## src/rtl/wfPkg.sv

```systemverilog
package wfPkg;

  typedef enum logic [2:0] {
    W_IDLE,
    W_OFFER_ITEM,
    W_BUSY,
    W_OFFER_STOP,
    W_DONE
  } workerStateT;

  // strobes from control to datapath
  typedef struct packed {
    logic startLoad;  // run launched this cycle
    logic accept;     // one result taken this cycle
    logic refill;     // granted worker gets the next index
  } dpCtrlT;

endpackage

```

## src/rtl/wfRrArbiter.sv

```systemverilog
module wfRrArbiter #(
  parameter int N = 4,
  localparam int WID_W = (N > 1) ? $clog2(N) : 1
) (
  input  logic             clk,
  input  logic             rstN,
  input  logic [N-1:0]     req,
  output logic [N-1:0]     grant,
  output logic [WID_W-1:0] grantId,
  output logic             anyGrant
);

  logic [WID_W-1:0] ptr;

  always_comb begin
    grant    = '0;
    grantId  = '0;
    anyGrant = 1'b0;
    for (int i = 0; i < N; i++) begin
      int cand;
      cand = int'(ptr) + i;
      if (cand >= N) cand = cand - N;
      if (!anyGrant && req[cand]) begin
        anyGrant    = 1'b1;
        grant[cand] = 1'b1;
        grantId     = WID_W'(cand);
      end
    end
  end

  always_ff @(posedge clk) begin
    if (!rstN) ptr <= '0;
    else if (anyGrant) ptr <= (grantId == WID_W'(N - 1)) ? '0 : grantId + 1'b1;
  end

endmodule

```

## src/rtl/wfControl.sv

```systemverilog
module wfControl
  import wfPkg::*;
#(
  parameter int N     = 4,
  parameter int IDX_W = 8,
  localparam int WID_W = (N > 1) ? $clog2(N) : 1,
  localparam int OUT_W = $clog2(N + 1)
) (
  input  logic             clk,
  input  logic             rstN,
  input  logic             start,
  input  logic [IDX_W-1:0] itemCount,
  input  logic [N-1:0]     itemReq,
  input  logic [N-1:0]     resValid,
  output logic [N-1:0]     itemValid,
  output logic [N-1:0]     itemStop,
  output logic [N-1:0]     resReady,
  output logic [WID_W-1:0] grantId,
  output logic [IDX_W-1:0] nextIdx,
  output dpCtrlT           ctrl,
  output logic             busy,
  output logic             done,
  output logic [OUT_W-1:0] outstanding
);

  workerStateT      st [N];
  logic [IDX_W-1:0] countReg;
  logic             running;
  logic [N-1:0]     busyMask, doneMask, grant;
  logic             anyGrant, launch, refill;
  logic [OUT_W-1:0] issueCnt;

  always_comb begin
    for (int w = 0; w < N; w++) begin
      busyMask[w]  = (st[w] == W_BUSY);
      doneMask[w]  = (st[w] == W_DONE);
      itemValid[w] = (st[w] == W_OFFER_ITEM) || (st[w] == W_OFFER_STOP);
      itemStop[w]  = (st[w] == W_OFFER_STOP);
    end
  end

  wfRrArbiter #(.N(N)) arb (
    .clk     (clk),
    .rstN    (rstN),
    .req     (resValid & busyMask),
    .grant   (grant),
    .grantId (grantId),
    .anyGrant(anyGrant)
  );

  assign resReady = grant;
  assign launch   = start && !running;
  assign refill   = anyGrant && (nextIdx < countReg);
  assign issueCnt = OUT_W'($countones(itemValid & itemReq & ~itemStop));
  assign busy     = running;

  always_comb begin
    ctrl.startLoad = launch;
    ctrl.accept    = anyGrant;
    ctrl.refill    = refill;
  end

  always_ff @(posedge clk) begin
    if (!rstN) begin
      for (int w = 0; w < N; w++) st[w] <= W_IDLE;
    end else begin
      for (int w = 0; w < N; w++) begin
        if (launch) begin
          st[w] <= (w < int'(itemCount)) ? W_OFFER_ITEM : W_OFFER_STOP;
        end else begin
          case (st[w])
            W_OFFER_ITEM: if (itemReq[w]) st[w] <= W_BUSY;
            W_BUSY:       if (grant[w]) st[w] <= refill ? W_OFFER_ITEM : W_OFFER_STOP;
            W_OFFER_STOP: if (itemReq[w]) st[w] <= W_DONE;
            default:      st[w] <= st[w];
          endcase
        end
      end
    end
  end

  always_ff @(posedge clk) begin
    if (!rstN) begin
      running     <= 1'b0;
      done        <= 1'b0;
      countReg    <= '0;
      nextIdx     <= '0;
      outstanding <= '0;
    end else begin
      done <= 1'b0;
      if (launch) begin
        running     <= 1'b1;
        countReg    <= itemCount;
        nextIdx     <= (int'(itemCount) < N) ? itemCount : IDX_W'(N);
        outstanding <= '0;
      end else begin
        if (refill) nextIdx <= nextIdx + 1'b1;
        outstanding <= outstanding + issueCnt - OUT_W'(anyGrant);
        if (running && (&doneMask)) begin
          running <= 1'b0;
          done    <= 1'b1;
        end
      end
    end
  end

endmodule

```

## src/rtl/wfDatapath.sv

```systemverilog
module wfDatapath
  import wfPkg::*;
#(
  parameter int N       = 4,
  parameter int IDX_W   = 8,
  parameter int SCORE_W = 8,
  parameter int PAY_W   = 8,
  localparam int WID_W  = (N > 1) ? $clog2(N) : 1
) (
  input  logic               clk,
  input  logic               rstN,
  input  dpCtrlT             ctrl,
  input  logic [WID_W-1:0]   grantId,
  input  logic [IDX_W-1:0]   nextIdx,
  input  logic [N*SCORE_W-1:0] resScore,
  input  logic [N*PAY_W-1:0] resPayload,
  output logic [N*IDX_W-1:0] itemIndex,
  output logic               bestValid,
  output logic [SCORE_W-1:0] bestScore,
  output logic [IDX_W-1:0]   bestIndex,
  output logic [PAY_W-1:0]   bestPayload
);

  logic [IDX_W-1:0]   slot [N];
  logic [SCORE_W-1:0] selScore;
  logic [PAY_W-1:0]   selPay;
  logic [IDX_W-1:0]   selIdx;
  logic               better;

  for (genvar w = 0; w < N; w++) begin : g_idx
    assign itemIndex[w*IDX_W +: IDX_W] = slot[w];
  end

  assign selScore = resScore[grantId*SCORE_W +: SCORE_W];
  assign selPay   = resPayload[grantId*PAY_W +: PAY_W];
  assign selIdx   = slot[grantId];
  assign better   = !bestValid || (selScore > bestScore) ||
                    ((selScore == bestScore) && (selIdx < bestIndex));

  always_ff @(posedge clk) begin
    if (!rstN) begin
      for (int w = 0; w < N; w++) slot[w] <= '0;
    end else begin
      for (int w = 0; w < N; w++) begin
        if (ctrl.startLoad) slot[w] <= IDX_W'(w);
        else if (ctrl.refill && grantId == WID_W'(w)) slot[w] <= nextIdx;
      end
    end
  end

  always_ff @(posedge clk) begin
    if (!rstN || ctrl.startLoad) begin
      bestValid   <= 1'b0;
      bestScore   <= '0;
      bestIndex   <= '0;
      bestPayload <= '0;
    end else if (ctrl.accept && better) begin
      bestValid   <= 1'b1;
      bestScore   <= selScore;
      bestIndex   <= selIdx;
      bestPayload <= selPay;
    end
  end

endmodule

```

## src/rtl/workFarmMaster.sv

```systemverilog
module workFarmMaster
  import wfPkg::*;
#(
  parameter int N       = 4,
  parameter int IDX_W   = 8,
  parameter int SCORE_W = 8,
  parameter int PAY_W   = 8
) (
  input  logic                 clk,
  input  logic                 rstN,
  input  logic                 start,
  input  logic [IDX_W-1:0]     itemCount,
  input  logic [N-1:0]         itemReq,
  output logic [N-1:0]         itemValid,
  output logic [N-1:0]         itemStop,
  output logic [N*IDX_W-1:0]   itemIndex,
  input  logic [N-1:0]         resValid,
  output logic [N-1:0]         resReady,
  input  logic [N*SCORE_W-1:0] resScore,
  input  logic [N*PAY_W-1:0]   resPayload,
  output logic                 busy,
  output logic                 done,
  output logic                 bestValid,
  output logic [SCORE_W-1:0]   bestScore,
  output logic [IDX_W-1:0]     bestIndex,
  output logic [PAY_W-1:0]     bestPayload
);

  localparam int WID_W = (N > 1) ? $clog2(N) : 1;
  localparam int OUT_W = $clog2(N + 1);

  dpCtrlT           ctrl;
  logic [WID_W-1:0] grantId;
  logic [IDX_W-1:0] nextIdx;
  logic [OUT_W-1:0] outstanding;

  wfControl #(.N(N), .IDX_W(IDX_W)) ctl (
    .clk        (clk),
    .rstN       (rstN),
    .start      (start),
    .itemCount  (itemCount),
    .itemReq    (itemReq),
    .resValid   (resValid),
    .itemValid  (itemValid),
    .itemStop   (itemStop),
    .resReady   (resReady),
    .grantId    (grantId),
    .nextIdx    (nextIdx),
    .ctrl       (ctrl),
    .busy       (busy),
    .done       (done),
    .outstanding(outstanding)
  );

  wfDatapath #(.N(N), .IDX_W(IDX_W), .SCORE_W(SCORE_W), .PAY_W(PAY_W)) dp (
    .clk        (clk),
    .rstN       (rstN),
    .ctrl       (ctrl),
    .grantId    (grantId),
    .nextIdx    (nextIdx),
    .resScore   (resScore),
    .resPayload (resPayload),
    .itemIndex  (itemIndex),
    .bestValid  (bestValid),
    .bestScore  (bestScore),
    .bestIndex  (bestIndex),
    .bestPayload(bestPayload)
  );

endmodule

```

## config.mk

```make
export PLATFORM = sky130hd
export DESIGN_NAME = workFarmMaster
export DESIGN_NICKNAME = d
export VERILOG_FILES = /design/src/rtl/wfPkg.sv /design/src/rtl/wfRrArbiter.sv /design/src/rtl/wfControl.sv /design/src/rtl/wfDatapath.sv /design/src/rtl/workFarmMaster.sv
export SDC_FILE = /design/constraint.sdc
export NUM_CORES = 1
export LEC_CHECK = 0
export BUFFER_PORTS_ARGS = -buffer_cell sky130_fd_sc_hd__buf_2
export CORE_UTILIZATION = 50
export DETAILED_ROUTE_END_ITERATION = 12
export PLACE_DENSITY = 0.76
export SLEW_MARGIN = 20
export SYNTH_ARGS = -nofsm -noshare
export SYNTH_HDL_FRONTEND = slang
export SYNTH_SLANG_ARGS = --single-unit
```

## constraint.sdc

```tcl
create_clock -name clk -period 6 [get_ports clk]
set_input_delay 0.9 -clock clk [delete_from_list [all_inputs] [get_ports clk]]
set_output_delay 0.9 -clock clk [all_outputs]
set_load 0.02 [all_outputs]
```

==> run summary <==
=======================================================================================
Outcome                                                                    finished, final reports clean
Vias in the first global route                                                     4931
Data required time at the worst endpoint                                        6.27 ns
Total leakage power                                                            2.947 nW
Die Span Y                                                                     108.5 um
I/O pins                                                                            154
Worst max-slew margin expressed relative to the limit                            0.3315
CORE AREA                                                                  0.01094 mm^2
Number of violations reported at the end of detailed-routing iteration 0            311
Vias per cell                                                                     5.992
Period Utilization, post-route                                                   0.8921
Slew at the pin closest to its max-slew limit                                  1.003 ns
Number of different library cells in the post-synthesis netlist                      57
Instance count on the critical path                                                  16
Min Tclk post-route                                                            5.353 ns
Cells resized by post-CTS repair                                                      0
Iteration count of the initial detailed-routing pass                                  5
CP top delay family                                                        compound AO/OA/AOI/OAI gates
Wire length of the first global-routing pass                                   23590 um
Synthesis-to-layout area growth                                                  20.60%
Total Wirelength                                                               15210 um
Half-perimeter wire length after placement                                     11140 um
Unrepaired setup endpoints after global routing                                      no
Net count of the mapped netlist                                                     740
Mean cell area of the mapped netlist                                         9.122 um^2
H-Tree Depth                                                                          3
Critical path class                                                             reg2reg
Chip Width                                                                     108.5 um
Critical Path, Cell by Cell                                                inv_1 -> ha_1 -> mux4_2 -> a2111oi_2 -> a211o_2 -> buf_4 -> and2_1 -> a211oi_1 -> a21oi_1 -> ha_1 -> a21o_1 -> nand2_1 -> nand3_1 -> a211o_1 -> a221o_1 -> a21oi_1
Number of sinks handled by clock tree synthesis                                      89
Final setup violation count                                                           0
Yosys warns                                                                           0
Mean routed wirelength per cell                                                16.86 um
Worst Path Arrival                                                              5.62 ns
DRT antenna net count                                                                 0
Largest driver fanout on the critical path                                           32
Clock latency at the later pin of the worst-skew pair                           0.34 ns
Number of buffers on the longest clock path                                           2
Hold Fails Final Rpt                                                                  0
Initial Util                                                                     0.5189
Worst path buffer plus inverter count                                                 2
Final Net Count                                                                     875
Highest metal layer used by the detailed router                                    met4
Global-route congestion overflow total                                                0
Setup clock skew after layout                                               0.009959 ns
Met2 WL post-DR                                                                 7475 um
Maximum VDD drop                                                              0.1385 mV
GPL Wtd Cong                                                                     0.9049
Buffers inserted during post-CTS setup optimization                                   0
Top post-synthesis cells by area                                           edfxtp_1 (23%), dfxtp_1 (16%), ha_1 (7.7%)
Worst setup SP type                                                           flip-flop
Power density of the placed cells                                          293.6 mW/mm^2
Port Buffers                                                                        153
R2r worst-path depth                                                                 16
Gate Count Post-Synth                                                               622
Delay contributed by the slowest stage of the critical path                     0.67 ns
Number of buffers added by the clock tree synthesis step                              9
Vias after detailed routing                                                        5405
Number of instances on the worst hold path                                            2
Async set or reset register ratio after synthesis                                     0
Highest-delay cell along the critical path                                      a211o_1
Synth area leader                                                              edfxtp_1
Initial antenna violation count                                                       0
Syn Std Cell Area                                                          0.005674 mm^2
Wl on met1                                                                      6351 um
Share of final-layout standard cells stronger than drive strength 1              0.2572
Final Slew Violations                                                                 0
Drt drc                                                                               0
Clock transition at path regs                                                   0.07 ns
Max-cap check violation count                                                         0
Hold-fix buffer count after cts                                                       0
Post-Route Setup TNS                                                               0 ns
Type of destination of the critical path                                      flip-flop
Ys flop type                                                                    dfxtp_1
Maximum operating frequency                                                   186.8 MHz
TritonCTS clock tree                                                               done
Number of enable-type register cells in the synthesized netlist                      44
Die Area                                                                   0.01178 mm^2
Fill cell total of the finished layout                                              919
Routed length on met3                                                            935 um
Area share of the largest cell type after synthesis                              0.2329
Total global routing track utilization                                           0.2543
Post-layout util                                                                 0.6257
Hold WC Path Type                                                               reg2reg
Flip-flop and latch count after synthesis                                            89
Maximum number of pins on one net before global-route repair                         50
Clk Tree Root Cell                                                            clkbuf_16
# rows                                                                               38
Share of synthesized area occupied by flip-flops and latches                     0.3916
Number of antenna diodes                                                              0
=======================================================================================
## final cells by class
type	instances	area, um^2	share of cell area
clock buffer	10	229.0	0.03346
clock inverter	6	67.56	0.009874
multi-input combinational	462	3188	0.4659
sequential	89	2222	0.3247
inverter	32	120.1	0.01755
tap	140	175.2	0.02560
timing repair buffer	163	840.8	0.1229
## cells in the mapped netlist, types with 24 or more instances
library cell  instances
and3_1               30
o21ai_0              31
inv_1                30
mux2i_1              24
a211oi_1             24
nand2_1              52
dfxtp_1              45
ha_1                 35
edfxtp_1             44
and2_1               32
nor2_1               28
nand3_1              35
a21oi_1              49
clkbuf_1             31
## logic make-up after synthesis
group,synth area share
AOI/OAI and AO/OA,0.2057
buffers and inverters,0.04851
xor gates and xnor gates,0.004631
and+or+nand+nor,0.2082
adders and majority gates,0.07718
muxes,0.06417
DFF,0.3916
## per-stage QoR
stage          hold slack (ns)  instance area [um^2]  setup WS (ns)  std cells  power [W]
6_report                0.4621                  6843         0.6472        902   0.002009
5_1_grt                 0.4884                  6843         0.2423        902   0.002114
4_1_cts                 0.4654                  6838         0.6826        902   0.002008
3_5_place_dp            0.4570                  6541         0.4603        886   0.001451
3_3_place_gp            0.4530                  6541         0.6594        886   0.001428
2_1_floorplan           0.4435                  5674         0.5640        622   0.001241
## final timing paths
| path | from | endpoint | slack [ns] |
|---|---|---|---|
| worst min register to register | ctl.countReg[2] | ctl.countReg[2] | 0.46 |
| worst max register to register | ctl.arb.ptr[1] | dp.bestPayload[2] | 0.65 |
| worst min-delay path | ctl.countReg[2] | ctl.countReg[2] | 0.46 |
| worst max-delay path | ctl.arb.ptr[1] | dp.bestPayload[2] | 0.65 |
## state kept, by name (all words and copies together) (netlist names), 2 cells and up
register and count:
ctl.arb.ptr 2, ctl.countReg 8, ctl.nextIdx 8, ctl.st 12, dp.bestIndex 8, dp.bestPayload 8, dp.bestScore 8, dp.slot 32
## power by group
part | switching [W] | internal, W
logic | 0.000429 | 0.000276
registers | 0.0000528 | 0.000693
clock network | 0.000234 | 0.000324
## worst reg2reg max path, stage by stage (launching register included)
cell and delay [ns]:
dfxtp_1 0.60, inv_1 0.23, ha_1 0.50, mux4_2 0.45, a2111oi_2 0.45, a211o_2 0.20, buf_4 0.33, and2_1 0.21
a211oi_1 0.05, a21oi_1 0.27, ha_1 0.32, a21o_1 0.18, nand2_1 0.07, nand3_1 0.11, a211o_1 0.67, a221o_1 0.51
a21oi_1 0.14
## cells in the final DEF (no fill, tap or decap), types with 5 or more instances in the layout
| master | n |
|---|---|
| nand3_1 | 35 |
| and2_1 | 32 |
| buf_2 | 153 |
| edfxtp_1 | 44 |
| mux4_2 | 5 |
| a22oi_1 | 5 |
| clkbuf_16 | 9 |
| nor2_1 | 27 |
| nand2_1 | 52 |
| nor2b_1 | 6 |
| nand4_1 | 8 |
| and3_1 | 30 |
| a21boi_0 | 14 |
| o21ai_0 | 31 |
| a21o_1 | 6 |
| mux2i_1 | 24 |
| a211oi_1 | 24 |
| a21oi_1 | 49 |
| ha_1 | 35 |
| a221o_1 | 11 |
| or3_1 | 5 |
| buf_4 | 10 |
| inv_1 | 30 |
| dfxtp_1 | 45 |
| nor3_1 | 6 |
## metal layers
layer,global-route usage,up-vias
met5,0,-
met4,0.1052,0
met3,0.02773,35
met2,0.4525,213
met1,0.3110,2576
li1,-,2581
(Power assumes the default switching activity.)
